`src/rtl/gpio_bank_pkg.sv`:
```
package gpio_bank_pkg;

   localparam int unsigned WORD_W     = 32;
   localparam int unsigned MAX_PORTS  = 4;
   localparam int unsigned CNT_W      = 8;
   localparam int unsigned SYNC_DEPTH = 2;

   typedef enum logic [3:0] {
      RS_NONE,
      RS_DATA,
      RS_DIR,
      RS_PIN,
      RS_IEN,
      RS_IMASK,
      RS_ITYPE,
      RS_IPOL,
      RS_ISTAT,
      RS_DEB,
      RS_EOI
   } reg_sel_e;

   typedef struct packed {
      reg_sel_e   sel;
      logic [1:0] port;
   } reg_hit_t;

   function automatic logic [WORD_W-1:0] line_mask(input int unsigned n);
      logic [WORD_W-1:0] m;
      for (int i = 0; i < WORD_W; i++) m[i] = (i < n);
      return m;
   endfunction

endpackage

```
`src/rtl/gpio_bank_decode.sv`:
```
module gpio_bank_decode
   import gpio_bank_pkg::*;
#(
   parameter int unsigned NUM_PORTS  = 4,
   parameter int unsigned ADDR_W     = 8,
   parameter bit          ALT_LAYOUT = 1'b0
) (
   input  logic [ADDR_W-1:0] addr,
   output reg_hit_t          hit
);

   localparam logic [6:0] OFF_IEN   = 7'h30;
   localparam logic [6:0] OFF_IMASK = ALT_LAYOUT ? 7'h44 : 7'h34;
   localparam logic [6:0] OFF_ITYPE = ALT_LAYOUT ? 7'h34 : 7'h38;
   localparam logic [6:0] OFF_IPOL  = ALT_LAYOUT ? 7'h38 : 7'h3C;
   localparam logic [6:0] OFF_ISTAT = ALT_LAYOUT ? 7'h3C : 7'h40;
   localparam logic [6:0] OFF_EOI   = ALT_LAYOUT ? 7'h40 : 7'h4C;
   localparam logic [6:0] OFF_DEB   = 7'h48;
   localparam int unsigned PORT_STRIDE = 12;
   localparam int unsigned PIN_BASE    = 80;
   localparam int unsigned PIN_STRIDE  = 4;

   if (ADDR_W < 8) begin : g_bad_addr
      $error("gpio_bank_decode: ADDR_W must be at least 8");
   end

   logic [6:0] off;
   logic       in_window;

   assign off       = addr[6:0];
   assign in_window = (addr[ADDR_W-1:7] == '0) && (addr[1:0] == 2'b00);

   always_comb begin
      hit.sel  = RS_NONE;
      hit.port = 2'd0;
      if (in_window) begin
         for (int p = 0; p < MAX_PORTS; p++) begin
            if (p < int'(NUM_PORTS)) begin
               if (off == 7'(p * PORT_STRIDE)) begin
                  hit.sel  = RS_DATA;
                  hit.port = 2'(p);
               end
               if (off == 7'(p * PORT_STRIDE + 4)) begin
                  hit.sel  = RS_DIR;
                  hit.port = 2'(p);
               end
               if (off == 7'(PIN_BASE + p * PIN_STRIDE)) begin
                  hit.sel  = RS_PIN;
                  hit.port = 2'(p);
               end
            end
         end
         if (off == OFF_IEN)   hit.sel = RS_IEN;
         if (off == OFF_IMASK) hit.sel = RS_IMASK;
         if (off == OFF_ITYPE) hit.sel = RS_ITYPE;
         if (off == OFF_IPOL)  hit.sel = RS_IPOL;
         if (off == OFF_ISTAT) hit.sel = RS_ISTAT;
         if (off == OFF_DEB)   hit.sel = RS_DEB;
         if (off == OFF_EOI)   hit.sel = RS_EOI;
      end
   end

endmodule

```
`src/rtl/gpio_bank_port.sv`:
```
module gpio_bank_port
   import gpio_bank_pkg::*;
#(
   parameter int unsigned LINES = 32
) (
   input  logic              clk,
   input  logic              rst_n,
   input  logic              wr_data,
   input  logic              wr_dir,
   input  logic [WORD_W-1:0] wdata,
   input  logic [WORD_W-1:0] pad_in,
   output logic [WORD_W-1:0] data_q,
   output logic [WORD_W-1:0] dir_q,
   output logic [WORD_W-1:0] pin_q,
   output logic [WORD_W-1:0] pad_out,
   output logic [WORD_W-1:0] pad_oe
);

   localparam logic [WORD_W-1:0] MASK = line_mask(LINES);

   always_ff @(posedge clk or negedge rst_n) begin
      if (!rst_n) begin
         data_q <= '0;
         dir_q  <= '0;
      end else begin
         if (wr_data) data_q <= wdata & MASK;
         if (wr_dir)  dir_q  <= wdata & MASK;
      end
   end

   logic [WORD_W-1:0] sync_q [SYNC_DEPTH];

   for (genvar s = 0; s < SYNC_DEPTH; s++) begin : g_sync
      if (s == 0) begin : g_first
         always_ff @(posedge clk or negedge rst_n) begin
            if (!rst_n) sync_q[s] <= '0;
            else        sync_q[s] <= pad_in & MASK;
         end
      end else begin : g_next
         always_ff @(posedge clk or negedge rst_n) begin
            if (!rst_n) sync_q[s] <= '0;
            else        sync_q[s] <= sync_q[s-1];
         end
      end
   end

   assign pin_q   = sync_q[SYNC_DEPTH-1];
   assign pad_oe  = dir_q;
   assign pad_out = data_q & dir_q;

   logic [1:0] age_q;
   always_ff @(posedge clk or negedge rst_n) begin
      if (!rst_n)             age_q <= 2'd0;
      else if (age_q != 2'd2) age_q <= age_q + 2'd1;
   end

   assert_dir_write_R2: assert property (@(posedge clk) disable iff (!rst_n)
      wr_dir |=> (dir_q == ($past(wdata) & MASK)));

   assert_sync_delay_R4: assert property (@(posedge clk) disable iff (!rst_n)
      (age_q == 2'd2) |-> (pin_q == ($past(pad_in, 2) & MASK)));

endmodule

```
`src/rtl/gpio_bank_irqregs.sv`:
```
module gpio_bank_irqregs
   import gpio_bank_pkg::*;
#(
   parameter int unsigned LINES = 32
) (
   input  logic              clk,
   input  logic              rst_n,
   input  logic              wr_ien,
   input  logic              wr_imask,
   input  logic              wr_itype,
   input  logic              wr_ipol,
   input  logic              wr_deb,
   input  logic              wr_eoi,
   input  logic [WORD_W-1:0] wdata,
   output logic [WORD_W-1:0] ien,
   output logic [WORD_W-1:0] imask,
   output logic [WORD_W-1:0] itype,
   output logic [WORD_W-1:0] ipol,
   output logic [WORD_W-1:0] deb,
   output logic [WORD_W-1:0] eoi_pulse
);

   localparam int unsigned       NREG = 5;
   localparam logic [WORD_W-1:0] MASK = line_mask(LINES);

   logic [NREG-1:0]   wr_vec;
   logic [WORD_W-1:0] regs_q [NREG];

   assign wr_vec = {wr_deb, wr_ipol, wr_itype, wr_imask, wr_ien};

   for (genvar r = 0; r < NREG; r++) begin : g_reg
      always_ff @(posedge clk or negedge rst_n) begin
         if (!rst_n)         regs_q[r] <= '0;
         else if (wr_vec[r]) regs_q[r] <= wdata & MASK;
      end
   end

   assign ien   = regs_q[0];
   assign imask = regs_q[1];
   assign itype = regs_q[2];
   assign ipol  = regs_q[3];
   assign deb   = regs_q[4];

   always_ff @(posedge clk or negedge rst_n) begin
      if (!rst_n)      eoi_pulse <= '0;
      else if (wr_eoi) eoi_pulse <= wdata & MASK;
      else             eoi_pulse <= '0;
   end

   assert_eoi_origin_R8: assert property (@(posedge clk) disable iff (!rst_n)
      (eoi_pulse != '0) |-> $past(wr_eoi));

   assert_ien_hold_R5: assert property (@(posedge clk) disable iff (!rst_n)
      !wr_ien |=> $stable(ien));

endmodule

```
`src/rtl/gpio_pin_bank.sv`:
```
module gpio_pin_bank
   import gpio_bank_pkg::*;
#(
   parameter int unsigned                 NUM_PORTS  = 4,
   parameter int unsigned                 ADDR_W     = 8,
   parameter logic [MAX_PORTS*CNT_W-1:0]  PORT_LINES = {4{8'd32}},
   parameter bit                          ALT_LAYOUT = 1'b0
) (
   input  logic                        pclk,
   input  logic                        presetn,
   input  logic                        psel,
   input  logic                        penable,
   input  logic                        pwrite,
   input  logic [ADDR_W-1:0]           paddr,
   input  logic [WORD_W-1:0]           pwdata,
   output logic [WORD_W-1:0]           prdata,
   output logic                        pready,
   output logic                        pslverr,
   input  logic [NUM_PORTS*WORD_W-1:0] pad_in,
   output logic [NUM_PORTS*WORD_W-1:0] pad_out,
   output logic [NUM_PORTS*WORD_W-1:0] pad_oe,
   output logic [WORD_W-1:0]           pin_a_sync,
   input  logic [WORD_W-1:0]           irq_status_in,
   output logic [WORD_W-1:0]           irq_en,
   output logic [WORD_W-1:0]           irq_mask,
   output logic [WORD_W-1:0]           irq_type,
   output logic [WORD_W-1:0]           irq_pol,
   output logic [WORD_W-1:0]           deb_en,
   output logic [WORD_W-1:0]           eoi_pulse
);

   localparam int unsigned       LINES_A = PORT_LINES[CNT_W-1:0];
   localparam logic [WORD_W-1:0] MASK_A  = line_mask(LINES_A);

   if (NUM_PORTS < 1 || NUM_PORTS > MAX_PORTS) begin : g_bad_ports
      $error("gpio_pin_bank: NUM_PORTS must be 1 to 4");
   end

   reg_hit_t hit;
   logic     access, wr_acc, rd_acc;

   assign access = psel & penable;
   assign wr_acc = access & pwrite;
   assign rd_acc = access & ~pwrite;

   gpio_bank_decode #(
      .NUM_PORTS (NUM_PORTS),
      .ADDR_W    (ADDR_W),
      .ALT_LAYOUT(ALT_LAYOUT)
   ) u_decode (
      .addr(paddr),
      .hit (hit)
   );

   logic [WORD_W-1:0] data_arr [MAX_PORTS];
   logic [WORD_W-1:0] dir_arr  [MAX_PORTS];
   logic [WORD_W-1:0] pin_arr  [MAX_PORTS];

   for (genvar p = 0; p < MAX_PORTS; p++) begin : g_port
      if (p < NUM_PORTS) begin : g_live
         localparam int unsigned LINES = PORT_LINES[p*CNT_W +: CNT_W];
         if (LINES == 0 || LINES > WORD_W) begin : g_bad_lines
            $error("gpio_pin_bank: port line count must be 1 to 32");
         end
         logic wr_d, wr_r;
         assign wr_d = wr_acc && (hit.sel == RS_DATA) && (hit.port == 2'(p));
         assign wr_r = wr_acc && (hit.sel == RS_DIR)  && (hit.port == 2'(p));
         gpio_bank_port #(.LINES(LINES)) u_port (
            .clk    (pclk),
            .rst_n  (presetn),
            .wr_data(wr_d),
            .wr_dir (wr_r),
            .wdata  (pwdata),
            .pad_in (pad_in [p*WORD_W +: WORD_W]),
            .data_q (data_arr[p]),
            .dir_q  (dir_arr[p]),
            .pin_q  (pin_arr[p]),
            .pad_out(pad_out[p*WORD_W +: WORD_W]),
            .pad_oe (pad_oe [p*WORD_W +: WORD_W])
         );
      end else begin : g_absent
         assign data_arr[p] = '0;
         assign dir_arr[p]  = '0;
         assign pin_arr[p]  = '0;
      end
   end

   gpio_bank_irqregs #(.LINES(LINES_A)) u_irq (
      .clk      (pclk),
      .rst_n    (presetn),
      .wr_ien   (wr_acc && hit.sel == RS_IEN),
      .wr_imask (wr_acc && hit.sel == RS_IMASK),
      .wr_itype (wr_acc && hit.sel == RS_ITYPE),
      .wr_ipol  (wr_acc && hit.sel == RS_IPOL),
      .wr_deb   (wr_acc && hit.sel == RS_DEB),
      .wr_eoi   (wr_acc && hit.sel == RS_EOI),
      .wdata    (pwdata),
      .ien      (irq_en),
      .imask    (irq_mask),
      .itype    (irq_type),
      .ipol     (irq_pol),
      .deb      (deb_en),
      .eoi_pulse(eoi_pulse)
   );

   logic [WORD_W-1:0] rd_word;

   always_comb begin
      case (hit.sel)
         RS_DATA:  rd_word = data_arr[hit.port];
         RS_DIR:   rd_word = dir_arr[hit.port];
         RS_PIN:   rd_word = pin_arr[hit.port];
         RS_IEN:   rd_word = irq_en;
         RS_IMASK: rd_word = irq_mask;
         RS_ITYPE: rd_word = irq_type;
         RS_IPOL:  rd_word = irq_pol;
         RS_ISTAT: rd_word = irq_status_in & MASK_A;
         RS_DEB:   rd_word = deb_en;
         default:  rd_word = '0;
      endcase
   end

   assign prdata     = rd_acc ? rd_word : '0;
   assign pslverr    = access && (hit.sel == RS_NONE);
   assign pready     = 1'b1;
   assign pin_a_sync = pin_arr[0];

   assert_err_zero_R9: assert property (@(posedge pclk) disable iff (!presetn)
      pslverr |-> (prdata == '0));

   assert_err_access_R11: assert property (@(posedge pclk) disable iff (!presetn)
      pslverr |-> (psel && penable));

endmodule

```
`config.mk`:
```
export PLATFORM = sky130hd
export DESIGN_NAME = gpio_pin_bank
export DESIGN_NICKNAME = d
export VERILOG_FILES = /design/src/rtl/gpio_bank_pkg.sv /design/src/rtl/gpio_bank_decode.sv /design/src/rtl/gpio_bank_port.sv /design/src/rtl/gpio_bank_irqregs.sv /design/src/rtl/gpio_pin_bank.sv
export SDC_FILE = /design/constraint.sdc
export NUM_CORES = 1
export LEC_CHECK = 0
export BUFFER_PORTS_ARGS = -buffer_cell sky130_fd_sc_hd__buf_4
export CORE_AREA = 2 2 283 285
export CTS_BUF_LIST = sky130_fd_sc_hd__clkbuf_8
export DETAILED_ROUTE_END_ITERATION = 10
export DIE_AREA = 0 0 285 287
export HOLD_SLACK_MARGIN = 0.06
export PLACE_DENSITY = 0.66
export SETUP_SLACK_MARGIN = 0.2
export SLEW_MARGIN = 10
export SYNTH_ARGS = -nofsm -noshare
export SYNTH_HDL_FRONTEND = slang
export SYNTH_SLANG_ARGS = --single-unit
export TNS_END_PERCENT = 30
```
`constraint.sdc`:
```
create_clock -name pclk -period 3 [get_ports pclk]
set_input_delay 0.3 -clock pclk [delete_from_list [all_inputs] [get_ports pclk]]
set_output_delay 0.3 -clock pclk [all_outputs]
set_load 0.03 [all_outputs]
```
==> results of run 1 <==
## layout make-up
class	instances	area [um2]	area share
sequential	704	17600	0.407
multi-input combinational	1220	11300	0.262
timing repair buffer	1170	10400	0.241
clock buffer	153	2110	0.0487
tap	1050	1310	0.0304
clock inverter	56	435	0.0101
inverter	6	22.5	0.000521
antenna	6	15.0	0.000347
## sequential cells by signal, summed over array words and instances (netlist names), 128 cells and up
signal                       count
g_port.g_live.u_port.sync_q    128
g_port.g_live.u_port.pin_q     128
g_port.g_live.u_port.data_q    128
g_port.g_live.u_port.dir_q     128
## power by group through the flow
stage	Combinational, W	Sequential, W	Clock [W]
after global routing	0.00192	0.00994	0.00963
final	0.00183	0.00993	0.00906
after detailed placement	0.00152	0.0101	0
after global placement	0.00150	0.0101	0
after floorplan	0.000475	0.0101	0
after CTS	0.00178	0.00992	0.00920
## cells in the mapped netlist, types with 3 or more instances
| library cell | n | area, um2 |
|---|---|---|
| nor2b_1 | 6 | 37.5 |
| nand3_1 | 32 | 160 |
| a22o_1 | 64 | 561 |
| nor3_1 | 4 | 20.0 |
| inv_1 | 6 | 22.5 |
| or2_2 | 3 | 18.8 |
| nand4b_1 | 18 | 158 |
| clkbuf_1 | 110 | 413 |
| nand3b_1 | 11 | 82.6 |
| mux2_1 | 49 | 552 |
| a222oi_1 | 59 | 591 |
| nor2_1 | 27 | 101 |
| a32oi_1 | 13 | 114 |
| nand2b_1 | 6 | 37.5 |
| and3_1 | 3 | 18.8 |
| mux2_2 | 400 | 4500 |
| nor3_2 | 6 | 60.1 |
| a21oi_1 | 38 | 190 |
| buf_4 | 37 | 278 |
| o21a_1 | 3 | 22.5 |
| and2_1 | 163 | 1020 |
| o211a_1 | 18 | 180 |
| buf_2 | 46 | 230 |
| nand2_1 | 63 | 236 |
| a22oi_1 | 52 | 390 |
| o21ai_0 | 44 | 220 |
| a31oi_1 | 33 | 206 |
| a21o_1 | 21 | 158 |
| mux2i_1 | 13 | 130 |
| a31o_2 | 12 | 105 |
| buf_1 | 3 | 11.3 |
| o21ai_1 | 4 | 20.0 |
| o22a_1 | 6 | 52.6 |
| o211ai_1 | 3 | 22.5 |
| a211oi_1 | 3 | 22.5 |
| nor3b_1 | 6 | 45.0 |
| dfrtp_1 | 704 | 17600 |
## kinds of logic (layout without fill, tap and decap cells)
logic type | Yosys count | in the layout | share of synthesized area
flops | 704 | 704 | 0.609
mux | 462 | 462 | 0.179
compound gates | 393 | 393 | 0.105
simple gates | 362 | 362 | 0.0731
buf+inv | 202 | 1385 | 0.0330
xor+xnor | 2 | 2 | 0.000605
other cells | 1 | 7 | 0.000130
## per-layer routing
metal | up-vias | GRT usage | wire length [um]
li1 | 9979 | - | -
met1 | 12565 | 0.394 | 52000
met2 | 1415 | 0.504 | 61800
met3 | 332 | 0.0697 | 10700
met4 | 4 | 0.135 | 5900
met5 | - | 0 | 30
## worst min-delay path by stage
stage,to,slack (ns),cells past startpoint
after global placement,g_port[0].g_live.u_port.pin_q[22],0.33,0
after floorplan,g_port[0].g_live.u_port.data_q[0],0.004,0
after CTS,g_port[0].g_live.u_port.sync_q[56],0.1,2
after global routing,g_port[0].g_live.u_port.sync_q[63],0.14,2
final,g_port[0].g_live.u_port.sync_q[46],0.19,2
after detailed placement,g_port[0].g_live.u_port.pin_q[5],0.33,0
## metrics by stage
step,std cells,total power (W),cell area (um2)
3_3_place_gp,3935,0.0116,38000
6_report,4365,0.0208,43200
2_1_floorplan,2126,0.0106,29300
3_5_place_dp,3935,0.0116,38000
4_1_cts,4347,0.0209,42900
5_1_grt,4360,0.0215,43200
## repair_timing
item	CTS	global route
hold buffers	161	0
endpoints found under the setup margin	32	32
pin swaps	57	43
setup buffers	42	12
resized for setup	94	52
endpoints found under the hold margin	642	0
## critical path, cell delays in order
cell	delay (ns)
buf_12	0.11
buf_6	0.11
nor4b_4	0.27
buf_4	0.17
o21a_4	0.15
nor2_4	0.04
buf_12	0.16
buf_12	0.14
mux2_4	0.30
a222oi_1	0.53
o211a_1	0.25
a31oi_4	0.10
buf_6	0.15
==> flow_metrics.tcl, run 1 <==
set metrics [dict create \
    r2r_cells 1 \
    ys_ff_latch 704 \
    num_vias 24295 \
    min_period_ns 3.10 \
    gp_congestion 0.952 \
    syn_nets 2331 \
    fp-row-count 103 \
    wl_um 130000 \
    status "complete, but fails checks" \
    via_per_inst 5.57 \
    cts_buffer_depth 3 \
    dieArea_um2 81800 \
    fill_cells 6503 \
    antenna_found_initial 7 \
    grt_pass1_vias 25409 \
    initial_core_util 0.368 \
    power.share.combinational 0.088 \
    dp_hpwl_um 91700 \
    sw_frac_of_total 0.253 \
    avgRoutedWirePerCell_um 29.9 \
    synth_flop_cell "dfrtp_1" \
    crit_path_start "paddr[4]" \
    endpoint_kind "output port" \
    fmax_ghz 0.322 \
    nets 3424 \
    tightest_slew_ns 0.886 \
    arrival_ns 2.80 \
    yosys_warnings 0 \
    die_w_um 285 \
    drt_iter0_drc 2214 \
    ys_async_sr_fraction 1.00 \
    dieHeight_um 287 \
    final_common_cell "buf_4" \
    required_ns 2.70 \
    dp_slack_ns -0.442 \
    path_clk_slew_ns 0.06 \
    cts_tree "done" \
    hp-class "in -> reg" \
    ant_nets 0 \
    final_hold_viol_count 0 \
    fin_crit_sh 1.03 \
    ys_types 64 \
    root_buffer "clkbuf_8" \
    synth_seq_area_share 0.609 \
    grt_pass1_wl_um 181000 \
    cp-start-kind "input port" \
    max_slew_margin 0.409 \
    drcViolationCount 0 \
    p_int_w 0.0155 \
    skew_ns 0.0315 \
    reg2reg_slack_ns 2.02 \
    core_um2 78600 \
    synthCells 2126 \
    r2r-end "g_port[1].g_live.u_port.dir_q[31]" \
    syn_area_per_cell_um2 13.6 \
    rsz0062_at_grt "yes" \
    drive_above_1_share 0.520 \
    ir_worst_vdd_uv 580 \
    p_seq_frac 0.477 \
    worstSetupPathType "in -> out" \
    io_buffer_count 717 \
    final_util 0.550 \
    holdWs_ns 0.189 \
    fin_tns_setup_ns -0.253 \
    maxCapViolCount 0 \
    p_switching_w 0.00526 \
    leakage_nw 21.0 \
    p_clk_frac 0.435 \
    area_delta_synth_final_pct 49.4 \
    setup_slack_ns -0.104 \
    cts-htree-levels 3 \
    drt_first_pass_iters 6 \
    setup.worst_path.end "prdata[13]" \
    drv_slew 0 \
    cts_buffers 117 \
    path_max_fanout 5 \
    cts.sinks 704 \
    track_usage 0.308 \
    violations "negative setup slack" \
    p_per_area_nw_per_um2 481 \
    synth_edf_count 0 \
    grt_max_degree 86 \
    synth_area_um2 28900 \
    num_io_pins 719 \
    finalSetupViolations 10 \
    layout_common_cells "buf_4 (874), dfrtp_1 (704), mux2_2 (395)" \
    rr_startpoint "g_port[1].g_live.u_port.dir_q[31]" \
    overflow 0 \
    clkLatencyLatePin_ns 0.74 \
    min-delay-start "pad_in[14]" \
]
(Power assumes the default switching activity.)
==> run 2, diff against run 1 <==
--- a/config.mk
+++ b/config.mk
@@ -11,10 +11,10 @@
 export DETAILED_ROUTE_END_ITERATION = 10
 export DIE_AREA = 0 0 285 287
 export HOLD_SLACK_MARGIN = 0.06
+export MAX_ROUTING_LAYER = met4
 export PLACE_DENSITY = 0.66
 export SETUP_SLACK_MARGIN = 0.2
 export SLEW_MARGIN = 10
 export SYNTH_ARGS = -nofsm -noshare
 export SYNTH_HDL_FRONTEND = slang
 export SYNTH_SLANG_ARGS = --single-unit
-export TNS_END_PERCENT = 30
==> run 2 against run 1 <==
- the flow still finishes with violations (negative setup slack)
- register-to-register slack barely moved
- die area did not move
- sequential cell count did not move
- critical path depth fell by 1
- critical path type unchanged
- global-route usage rose by 2.0 points
- largest power group unchanged
==> flow_metrics.tcl, run 2 (synthesis results as in run 1) <==
set metrics [dict create \
    status "complete, but fails checks" \
    violations "negative setup slack" \
    endpoint_kind "output port" \
    total_power_w 0.0211 \
    area_delta_synth_final_pct 51.8 \
    num_io_pins 719 \
    num_vias 24549 \
    rsz0062_at_grt "yes" \
    drt_iter0_drc 2309 \
    path_clk_slew_ns 0.06 \
    cts_buffers 117 \
    fin_crit_sh 1.06 \
    finalSetupViolations 30 \
    leakage_nw 21.3 \
    cts_buffer_depth 3 \
    drcViolationCount 0 \
    clkLatencyLatePin_ns 0.78 \
    wl_um 135000 \
    final_hold_viol_count 0 \
    final_common_cell "buf_4" \
    fin_tns_setup_ns -2.20 \
    initial_core_util 0.368 \
    fmax_ghz 0.314 \
    drv_slew 0 \
    required_ns 2.70 \
    overflow 0 \
    dp_slack_ns -0.431 \
    grt_pass1_vias 25490 \
    worstSetupPathType "in -> out" \
    fill_cells 6493 \
    grt_pass1_wl_um 187000 \
    gp_congestion 0.913 \
    ant_nets 0 \
    skew_ns 0.0367 \
    dp_hpwl_um 93300 \
    cts_tree "done" \
    layout_common_cells "buf_4 (856), dfrtp_1 (704), mux2_2 (398)" \
    arrival_ns 2.88 \
    holdWs_ns 0.164 \
    avgRoutedWirePerCell_um 30.7 \
    cts-htree-levels 3 \
    core_um2 78600 \
    drt_first_pass_iters 9 \
    nets 3443 \
    tightest_slew_ns 0.992 \
    grt_max_degree 111 \
    cp-start-kind "input port" \
    hp-class "in -> reg" \
    root_buffer "clkbuf_8" \
    io_buffer_count 717 \
    p_per_area_nw_per_um2 480 \
    die_w_um 285 \
    dieHeight_um 287 \
    cts.sinks 704 \
    dieArea_um2 81800 \
    path_max_fanout 5 \
    max_slew_margin 0.338 \
    maxCapViolCount 0 \
    min_period_ns 3.18 \
    via_per_inst 5.59 \
    ir_worst_vdd_uv 495 \
    track_usage 0.329 \
    setup_slack_ns -0.182 \
    antenna_found_initial 6 \
    fp-row-count 103 \
    drive_above_1_share 0.526 \
]
==> run 2: repair_timing <==
item / 4_1_cts / 5_1_grt
pin swaps: 63 / 48
hold buffers: 163 / 0
resized for setup: 129 / 50
hold endpoints to repair: 939 / 0
gates cloned: 7 / 4
setup buffers: 49 / 9
endpoints found under the setup margin: 32 / 32
==> run 2: critical path, cell delays in order <==
cell and delay [ns]:
buf_12 0.11, buf_8 0.13, buf_8 0.13, nor2b_4 0.13, a32oi_2 0.19, buf_4 0.15, a21oi_4 0.07, buf_12 0.14
a222oi_1 0.87, o211a_1 0.35, a31oi_4 0.12, buf_6 0.17
==> run 2: report_power, final <==
| group | internal (W) | total [W] | switching [W] |
|---|---|---|---|
| combinational | 0.000848 | 0.00188 | 0.00103 |
| sequential | 0.00976 | 0.00992 | 0.000160 |
| clock | 0.00511 | 0.00931 | 0.00419 |
| total | 0.0157 | 0.0211 | 0.00538 |
==> run 2: final timing paths <==
kind,start,endpoint,slack (ns),cells after the start
worst max register to register,g_port[1].g_live.u_port.dir_q[31],g_port[1].g_live.u_port.dir_q[31],2.02,1
min in group asynchronous,presetn,u_irq.itype[9],0.64,3
worst max-delay path,paddr[2],prdata[3],-0.18,12
max in group asynchronous,presetn,u_irq.ien[12],1.40,4
worst min-delay path,pad_in[36],g_port[1].g_live.u_port.sync_q[36],0.16,2
worst min register to register,g_port[3].g_live.u_port.sync_q[35],g_port[3].g_live.u_port.pin_q[3],0.31,0
==> run 2: metal layers <==
| layer | track usage | up-vias | wire [um] |
|---|---|---|---|
| li1 | - | 10031 | - |
| met1 | 0.408 | 12799 | 53600 |
| met2 | 0.526 | 1393 | 64800 |
| met3 | 0.0759 | 326 | 10800 |
| met4 | 0.121 | 0 | 5670 |
| met5 | - | - | 0 |
==> run 2: per-stage QoR <==
step | area, um2 | utilization | cells
finish | 43900 | 0.559 | 4389
detailed placement | 38200 | 0.486 | 3937
CTS | 43500 | 0.554 | 4370
global placement | 38200 | 0.486 | 3937
floorplan | 29400 | - | 2126
global route | 43900 | 0.559 | 4389
==> run 2: area by class of cell <==
class	instances	area [um2]	area share
clock buffer	152	2090	0.0476
timing repair buffer	1189	11000	0.250
clock inverter	62	503	0.0114
tap	1050	1310	0.0299
sequential	704	17600	0.401
multi-input combinational	1220	11400	0.260
antenna	6	15.0	0.000342
inverter	6	22.5	0.000513
